<file path="src/rtl/irq_comb_pkg.sv">
package irq_comb_pkg;

   // word slots within one bank, selected by byte offset bits [3:2]
   typedef enum logic [1:0] {
      SLOT_EN_SET = 2'd0,
      SLOT_EN_CLR = 2'd1,
      SLOT_RSVD   = 2'd2,
      SLOT_STATUS = 2'd3
   } reg_slot_e;

   function automatic reg_slot_e slot_of(input logic [3:0] byte_off);
      return reg_slot_e'(byte_off[3:2]);
   endfunction

   function automatic logic is_aligned(input logic [3:0] byte_off);
      return byte_off[1:0] == 2'b00;
   endfunction

endpackage

</file>
<file path="src/rtl/irq_sync.sv">
module irq_sync #(
   parameter int unsigned WIDTH  = 32,
   parameter int unsigned STAGES = 2
) (
   input  logic             clk,
   input  logic             rst_n,
   input  logic [WIDTH-1:0] async_i,
   output logic [WIDTH-1:0] sync_o
);

   initial begin
      if (STAGES < 2) $error("irq_sync: STAGES must be at least 2");
   end

   logic [WIDTH-1:0] chain_q [STAGES];

   always_ff @(posedge clk or negedge rst_n) begin
      if (!rst_n) begin
         for (int s = 0; s < STAGES; s++) chain_q[s] <= '0;
      end else begin
         chain_q[0] <= async_i;
         for (int s = 1; s < STAGES; s++) chain_q[s] <= chain_q[s-1];
      end
   end

   assign sync_o = chain_q[STAGES-1];

endmodule

</file>
<file path="src/rtl/irq_enable_reg.sv">
module irq_enable_reg #(
   parameter int unsigned WIDTH = 32
) (
   input  logic             clk,
   input  logic             rst_n,
   input  logic             set_stb,
   input  logic             clr_stb,
   input  logic [WIDTH-1:0] mask_i,
   output logic [WIDTH-1:0] en_o
);

   logic [WIDTH-1:0] set_m;
   logic [WIDTH-1:0] clr_m;

   always_comb begin
      set_m = set_stb ? mask_i : '0;
      clr_m = clr_stb ? mask_i : '0;
   end

   always_ff @(posedge clk or negedge rst_n) begin
      if (!rst_n) en_o <= '0;
      else        en_o <= (en_o | set_m) & ~clr_m;
   end


   set_bits_chk: assert property (@(posedge clk) disable iff (!rst_n)
      set_stb |=> ((en_o & $past(mask_i)) == $past(mask_i)));


   clr_bits_chk: assert property (@(posedge clk) disable iff (!rst_n)
      clr_stb |=> ((en_o & $past(mask_i)) == '0));


   hold_en_chk: assert property (@(posedge clk) disable iff (!rst_n)
      !(set_stb || clr_stb) |=> $stable(en_o));

endmodule

</file>
<file path="src/rtl/irq_group_or.sv">
module irq_group_or #(
   parameter int unsigned SRC     = 8,
   parameter bit          OUT_REG = 1'b1
) (
   input  logic           clk,
   input  logic           rst_n,
   input  logic [SRC-1:0] stat_i,
   output logic           grp_o
);

   logic any_w;
   assign any_w = |stat_i;

   generate
      if (OUT_REG) begin : g_reg
         logic grp_q;
         always_ff @(posedge clk or negedge rst_n) begin
            if (!rst_n) grp_q <= 1'b0;
            else        grp_q <= any_w;
         end
         assign grp_o = grp_q;


         grp_or_chk: assert property (@(posedge clk) disable iff (!rst_n)
            $past(rst_n) |-> (grp_o == (|$past(stat_i))));
      end else begin : g_comb
         assign grp_o = any_w;
      end
   endgenerate

endmodule

</file>
<file path="src/rtl/irq_combiner_bank.sv">
module irq_combiner_bank
   import irq_comb_pkg::*;
#(
   parameter int unsigned GROUPS        = 4,
   parameter int unsigned SRC_PER_GROUP = 8,
   parameter int unsigned SYNC_STAGES   = 2,
   parameter bit          OUT_REG       = 1'b1
) (
   input  logic                              clk,
   input  logic                              rst_n,
   input  logic [GROUPS*SRC_PER_GROUP-1:0]   irq_in,
   input  logic                              reg_wr,
   input  logic [3:0]                        reg_addr,
   input  logic [GROUPS*SRC_PER_GROUP-1:0]   reg_wdata,
   output logic [GROUPS*SRC_PER_GROUP-1:0]   reg_rdata,
   output logic [GROUPS-1:0]                 group_irq
);

   localparam int unsigned WIDTH = GROUPS * SRC_PER_GROUP;

   initial begin
      if (GROUPS < 1)        $error("irq_combiner_bank: GROUPS must be >= 1");
      if (SRC_PER_GROUP < 1) $error("irq_combiner_bank: SRC_PER_GROUP must be >= 1");
      if (WIDTH > 32)        $error("irq_combiner_bank: bank word exceeds 32 bits");
   end

   logic [WIDTH-1:0] sync_w;
   logic [WIDTH-1:0] en_w;
   logic [WIDTH-1:0] status_w;
   logic             hit_w;
   reg_slot_e        slot_w;
   logic             set_stb;
   logic             clr_stb;

   irq_sync #(.WIDTH(WIDTH), .STAGES(SYNC_STAGES)) u_sync (
      .clk     (clk),
      .rst_n   (rst_n),
      .async_i (irq_in),
      .sync_o  (sync_w)
   );

   always_comb begin
      hit_w   = is_aligned(reg_addr);
      slot_w  = slot_of(reg_addr);
      set_stb = reg_wr && hit_w && (slot_w == SLOT_EN_SET);
      clr_stb = reg_wr && hit_w && (slot_w == SLOT_EN_CLR);
   end

   irq_enable_reg #(.WIDTH(WIDTH)) u_en (
      .clk     (clk),
      .rst_n   (rst_n),
      .set_stb (set_stb),
      .clr_stb (clr_stb),
      .mask_i  (reg_wdata),
      .en_o    (en_w)
   );

   assign status_w = sync_w & en_w;

   generate
      for (genvar g = 0; g < GROUPS; g++) begin : g_grp
         irq_group_or #(.SRC(SRC_PER_GROUP), .OUT_REG(OUT_REG)) u_or (
            .clk    (clk),
            .rst_n  (rst_n),
            .stat_i (status_w[g*SRC_PER_GROUP +: SRC_PER_GROUP]),
            .grp_o  (group_irq[g])
         );
      end
   endgenerate

   always_comb begin
      reg_rdata = '0;
      if (hit_w) begin
         unique case (slot_w)
            SLOT_EN_SET, SLOT_EN_CLR: reg_rdata = en_w;
            SLOT_STATUS:              reg_rdata = status_w;
            default:                  reg_rdata = '0;
         endcase
      end
   end


   status_mask_chk: assert property (@(posedge clk) disable iff (!rst_n)
      (hit_w && slot_w == SLOT_STATUS) |-> ((reg_rdata & ~en_w) == '0));

endmodule

</file>
<file path="config.mk">
export PLATFORM = sky130hd
export DESIGN_NAME = irq_combiner_bank
export DESIGN_NICKNAME = d
export VERILOG_FILES = /design/src/rtl/irq_comb_pkg.sv /design/src/rtl/irq_sync.sv /design/src/rtl/irq_enable_reg.sv /design/src/rtl/irq_group_or.sv /design/src/rtl/irq_combiner_bank.sv
export SDC_FILE = /design/constraint.sdc
export NUM_CORES = 1
export LEC_CHECK = 0
export BUFFER_PORTS_ARGS = -buffer_cell sky130_fd_sc_hd__buf_4
export CORE_MARGIN = 1
export CORE_UTILIZATION = 52
export CTS_CLUSTER_DIAMETER = 150
export CTS_CLUSTER_SIZE = 40
export DETAILED_ROUTE_END_ITERATION = 8
export HOLD_SLACK_MARGIN = 0.1
export MAX_ROUTING_LAYER = met4
export PLACE_DENSITY_LB_ADDON = 0.25
export SLEW_MARGIN = 20
export SYNTH_ARGS = -nofsm -noshare
export SYNTH_HDL_FRONTEND = slang
export SYNTH_HIERARCHICAL = 1
export SYNTH_SLANG_ARGS = --single-unit
export TNS_END_PERCENT = 100
</file>
<file path="constraint.sdc">
create_clock -name clk -period 1.4 [get_ports clk]
set_clock_uncertainty 0.1 [all_clocks]
set_input_delay 0.07 -clock clk [delete_from_list [all_inputs] [get_ports clk]]
set_output_delay 0.07 -clock clk [all_outputs]
set_load 0.05 [all_outputs]
</file>
After elaboration in Yosys (flattened, before gate mapping)

Index checks and enable logic that the tools add are counted.

Equal/unequal tests: 2
Multiplexer cells: 4
Bitwise gates (word level): 4
Reduce and logical (&&, ||, !) cells: 10

Operators with widths:

| operator           | count |
|---|---|
| $mux 32            | 3 |
| $and 32x32->32     | 2 |
| $pmux 32 s2        | 1 |
| $not 32->32        | 1 |
| $or 32x32->32      | 1 |
| $reduce_or 8->1    | 4 |
| $logic_not 2->1    | 2 |
| $logic_and 1x1->1  | 3 |
| $eq 2x1->1 const B | 1 |
| $eq 2x2->1 const B | 1 |
| $reduce_or 2->1    | 1 |

Flip-flop bits (word level): 100
Bits of input ports: 71
Output and inout bits: 36
Logic and storage cells: 27

Logic depth before layout (Yosys ltp)

Word-level depth: 6
Gate-level depth with buffers: 7

Hierarchy

The synthesis kept the hierarchy.

By module, submodules not included:

| module            | instances | cells each | area each (µm²) | seq. area each (µm²) |
|---|---|---|---|---|
| irq_sync          | 1         | 96         | 1841.8          | 1601.5 |
| irq_enable_reg    | 1         | 102        | 1169.9          | 800.8 |
| irq_combiner_bank | 1         | 144        | 955.9           | 0.0 |
| irq_group_or      | 4         | 4          | 41.3            | 25.0 |

Worst setup path before layout

Ideal clock, no wire load.

Path kind: register -> output
Start: reg u_sync.chain_q (netlist bit u_sync/sync_o[31])
End: out reg_rdata[31]
Data arrival time: 1652 ps
Data required time: 1230 ps
Slack: -422 ps
Cell stages (with the launch flop): 4
Cells stage by stage: dfrtp_1 -> buf_4 -> nand2_1 -> a211oi_1

Longest elaborated chain between the ends: 3

RTL lines:

| item           | line                    | text |
|---|---|---|
| from (decl)    | irq_sync.sv:15          | `logic [WIDTH-1:0] chain_q [STAGES];` |
| $and 32x32->32 | irq_combiner_bank.sv:58 | `assign status_w = sync_w & en_w;` |
| $pmux 32 s2    | irq_combiner_bank.sv:74 | `unique case (slot_w)` |
| $mux 32        | irq_combiner_bank.sv:73 | `if (hit_w) begin` |
| to (decl)      | irq_combiner_bank.sv:15 | `output logic [GROUPS*SRC_PER_GROUP-1:0] reg_rdata,` |

Every way passes these cells.

Final worst setup path

Start: reg u_sync.chain_q (netlist bit u_sync/sync_o[7])
End: out reg_rdata[7]

Same word-level chain as after synthesis.

==> reports/qor.tcl <==
set qor(status) {finished, violations left}
set qor(failed_checks) {setup timing}
set qor(clock_tree.buffer_depth) 2
set qor(power.static_leakage_nw) 2.63
set qor(post_synthesis_instance_area_sq_mm) 0.00413
set qor(post_route_drc_violation_count) 0
set qor(design.die.area_sq_mm) 0.00831
set qor(fp-row-count) 32
set qor(root_buffer) {sky130_fd_sc_hd__clkbuf_8}
set qor(antenna_violations_before_repair) 0
set qor(routed_wire_length_per_instance_um) 14.8
set qor(finalHoldViolCount) 0
set qor(tritoncts) {yes}
set qor(drt_iter0_markers) 120
set qor(start_kind) {flop}
set qor(vdd_ir_drop_max_uv) 753
set qor(top_level_ports) 107
set qor(proportion_of_layout_cells_with_a_drive_suffix_above_1_pct) 33.2
set qor(cp_data_required_time_ns) 1.23
set qor(hp-class) {input port to asynchronous set/reset pin}
set qor(power.total_mw) 6.88
set qor(finalWorstPathRequiredPeriod_ns) 1.46
set qor(post_drt_via_cell_ratio) 4.96
set qor(fmaxAchievable_mhz) 686
set qor(unrepaired_setup_endpoints_after_global_routing) {yes}
set qor(synth-seq-cells) 100
set qor(detail_route.wirelength_mm) 8.96
set qor(yosysWarningCount) 6
set qor(crit_arrival_ns) 1.29
set qor(setup_viol_count_final) 3
set qor(drt_first_pass_iters) 4
set qor(grt_usage_pct) 23.4
set qor(synthesis.instances) 358
set qor(post_synth_num_cell_types) 15
set qor(post-route-period-util_pct) 104
set qor(timing.max_slew.rel_slack_pct) 65.7
set qor(maxCapViolations) 0
set qor(htreeDepth) 3
set qor(finalWeightedCongestion) 0.848
set qor(areaGrowthSynthToFinish_pct) 40.7
set qor(numPortBuffers) 106
set qor(preCtsSetupSlack_ns) -0.0491
set qor(ys_seq_area_share_pct) 60.6
set qor(overall_die_width_um) 91.2
set qor(clk-insertion-delay-late_ns) 0.35
set qor(initial_utilization_pct) 53.8
set qor(powerDensity_mw_per_mm2) 1180
set qor(clkSinkCount) 100
set qor(first_global_vias) 3080
set qor(synth_net_count) 429
set qor(final_net_count) 570
set qor(final.setup.worst_slack_ns) -0.0580
set qor(antenna_cells_inserted) 0
set qor(route.vias.total) 3001
set qor(grt_max_degree) 101
set qor(place_hpwl_mm) 5.36
set qor(fp.dieH_um) 91.2
set qor(clk_pin_slew_ns) 0.09
set qor(finish.instance_area_sq_mm) 0.00581
set qor(grt_first_pass_wirelength_mm) 14.5
set qor(crit_fanout) 2
set qor(syn_avg_cell_area_sq_um) 11.5
set qor(floorplan.core_area_sq_mm) 0.00769
set qor(worst_setup_path_end_kind) {output port}
set qor(global_route.overflow_total) 0
set qor(tritoncts.num_buffers) 9
set qor(placed_cell_area_sq_mm) 0.00482
set qor(worst_pin_slew_ns) 0.514
set qor(finish.utilization_pct) 75.6
set qor(detail-route-antenna-nets) 0
set qor(fin_setup_tns_ns) -0.102
set qor(drv_slew) 0
set qor(worst-setup-path-type) {flop to output port}
[report_power, final]
part | switching, mW | internal [mW] | total, mW | leakage, nW
sequential | 0.213 | 3.23 | 3.44 | 1.18
clock | 0.902 | 0.991 | 1.89 | 0.102
combinational | 0.868 | 0.676 | 1.54 | 1.35
total | 1.98 | 4.90 | 6.88 | 2.63
[what timing repair did]
item,CTS,global route
setup buffers,0,1
hold buffers,65,0
setup endpoints to repair,21,29
pin swaps,12,10
endpoints found under the hold margin,164,0
resized for setup,21,14
[metrics by stage]
step                hold slack [ns]  std cells
floorplan                    -0.326        358
global placement             0.0645        524
detailed placement           0.0669        524
CTS                           0.233        604
global route                  0.246        605
finish                        0.199        605
[critical path, cell delays in order (launching register included)]
cell                       delay, ns
sky130_fd_sc_hd__dfrtp_1        0.38
sky130_fd_sc_hd__nand2_1        0.08
sky130_fd_sc_hd__a211oi_2       0.28
sky130_fd_sc_hd__buf_6          0.20
[worst paths after layout]
check,to,from,cells past startpoint,slack (ns)
max,reg_rdata[7],u_sync/sync_o[7],3,-0.06
min,u_sync/sync_o[1],rst_n,3,0.20
max reg2reg,g_grp[2].u_or/grp_o,u_en/en_o[21],3,0.16
min reg2reg,u_sync/sync_o[10],u_sync/chain_q[42],0,0.25
max in group asynchronous,u_sync/chain_q[52],rst_n,3,0.59
min in group clk,u_en/en_o[11],reg_addr[3],4,0.25
[Yosys cell counts]
cell type | count | share of area, %
sky130_fd_sc_hd__a211oi_1 | 3 | 0.54
sky130_fd_sc_hd__nor4_1 | 8 | 1.2
sky130_fd_sc_hd__buf_2 | 10 | 1.2
sky130_fd_sc_hd__buf_8 | 3 | 1.1
sky130_fd_sc_hd__or2_1 | 1 | 0.15
sky130_fd_sc_hd__a211oi_2 | 29 | 8.8
sky130_fd_sc_hd__buf_6 | 4 | 1.1
sky130_fd_sc_hd__inv_1 | 33 | 3.0
sky130_fd_sc_hd__nor4_2 | 1 | 0.30
sky130_fd_sc_hd__nand2_1 | 36 | 3.3
sky130_fd_sc_hd__buf_4 | 33 | 6.0
sky130_fd_sc_hd__dfrtp_1 | 100 | 61
sky130_fd_sc_hd__a21oi_1 | 64 | 7.8
sky130_fd_sc_hd__nor4b_1 | 1 | 0.21
sky130_fd_sc_hd__and2_1 | 32 | 4.8
[layout make-up]
cell class              instances  area, sq um
flip-flops and latches        100         2500
fillers                       518         1870
repair buffers                180         1690
multi-input cells             175         1160
clock buffers                  10          128
well taps                     102          128
inverters                      33          124
clock inverters                 5         77.6
[logic make-up (layout without fill, tap and decap cells)]
family	after synthesis	after routing	synth area share, %
AND/OR/NAND/NOR	79	79	9.99
flip-flops	100	100	60.6
AO/OA/AOI/OAI	96	96	17.1
buffers and inverters	83	228	12.4
[routing by layer]
| metal | track usage (%) | routed length (um) | vias to the layer above |
|---|---|---|---|
| met1 | 28.8 | 3770 | 1452 |
| met4 | 9.39 | 190 | 0 |
| li1 | - | - | 1434 |
| met5 | - | 0 | - |
| met2 | 39.3 | 4630 | 99 |
| met3 | 3.43 | 373 | 16 |
[cells in the final DEF, fill, tap and decap left out, types with 5 or more instances in the layout]
cell type / synthesis / layout
sky130_fd_sc_hd__dfrtp_1: 100 / 100
sky130_fd_sc_hd__buf_4: 33 / 79
sky130_fd_sc_hd__dlygate4sd3_1: 0 / 65
sky130_fd_sc_hd__a21oi_1: 64 / 64
sky130_fd_sc_hd__nand2_1: 36 / 34
sky130_fd_sc_hd__and2_1: 32 / 32
sky130_fd_sc_hd__inv_1: 33 / 32
sky130_fd_sc_hd__a211oi_2: 29 / 31
sky130_fd_sc_hd__buf_6: 4 / 31
sky130_fd_sc_hd__clkbuf_8: 0 / 9
sky130_fd_sc_hd__nor4_1: 8 / 8
sky130_fd_sc_hd__buf_12: 0 / 5
[sequential cells by signal (all words and copies together) (netlist names)]
register and flops:
g_grp.u_or/grp_o 4, u_sync/sync_o 32, u_sync/chain_q 32, u_en/en_o 32
No activity file was read; power rests on OpenSTA's default activity.
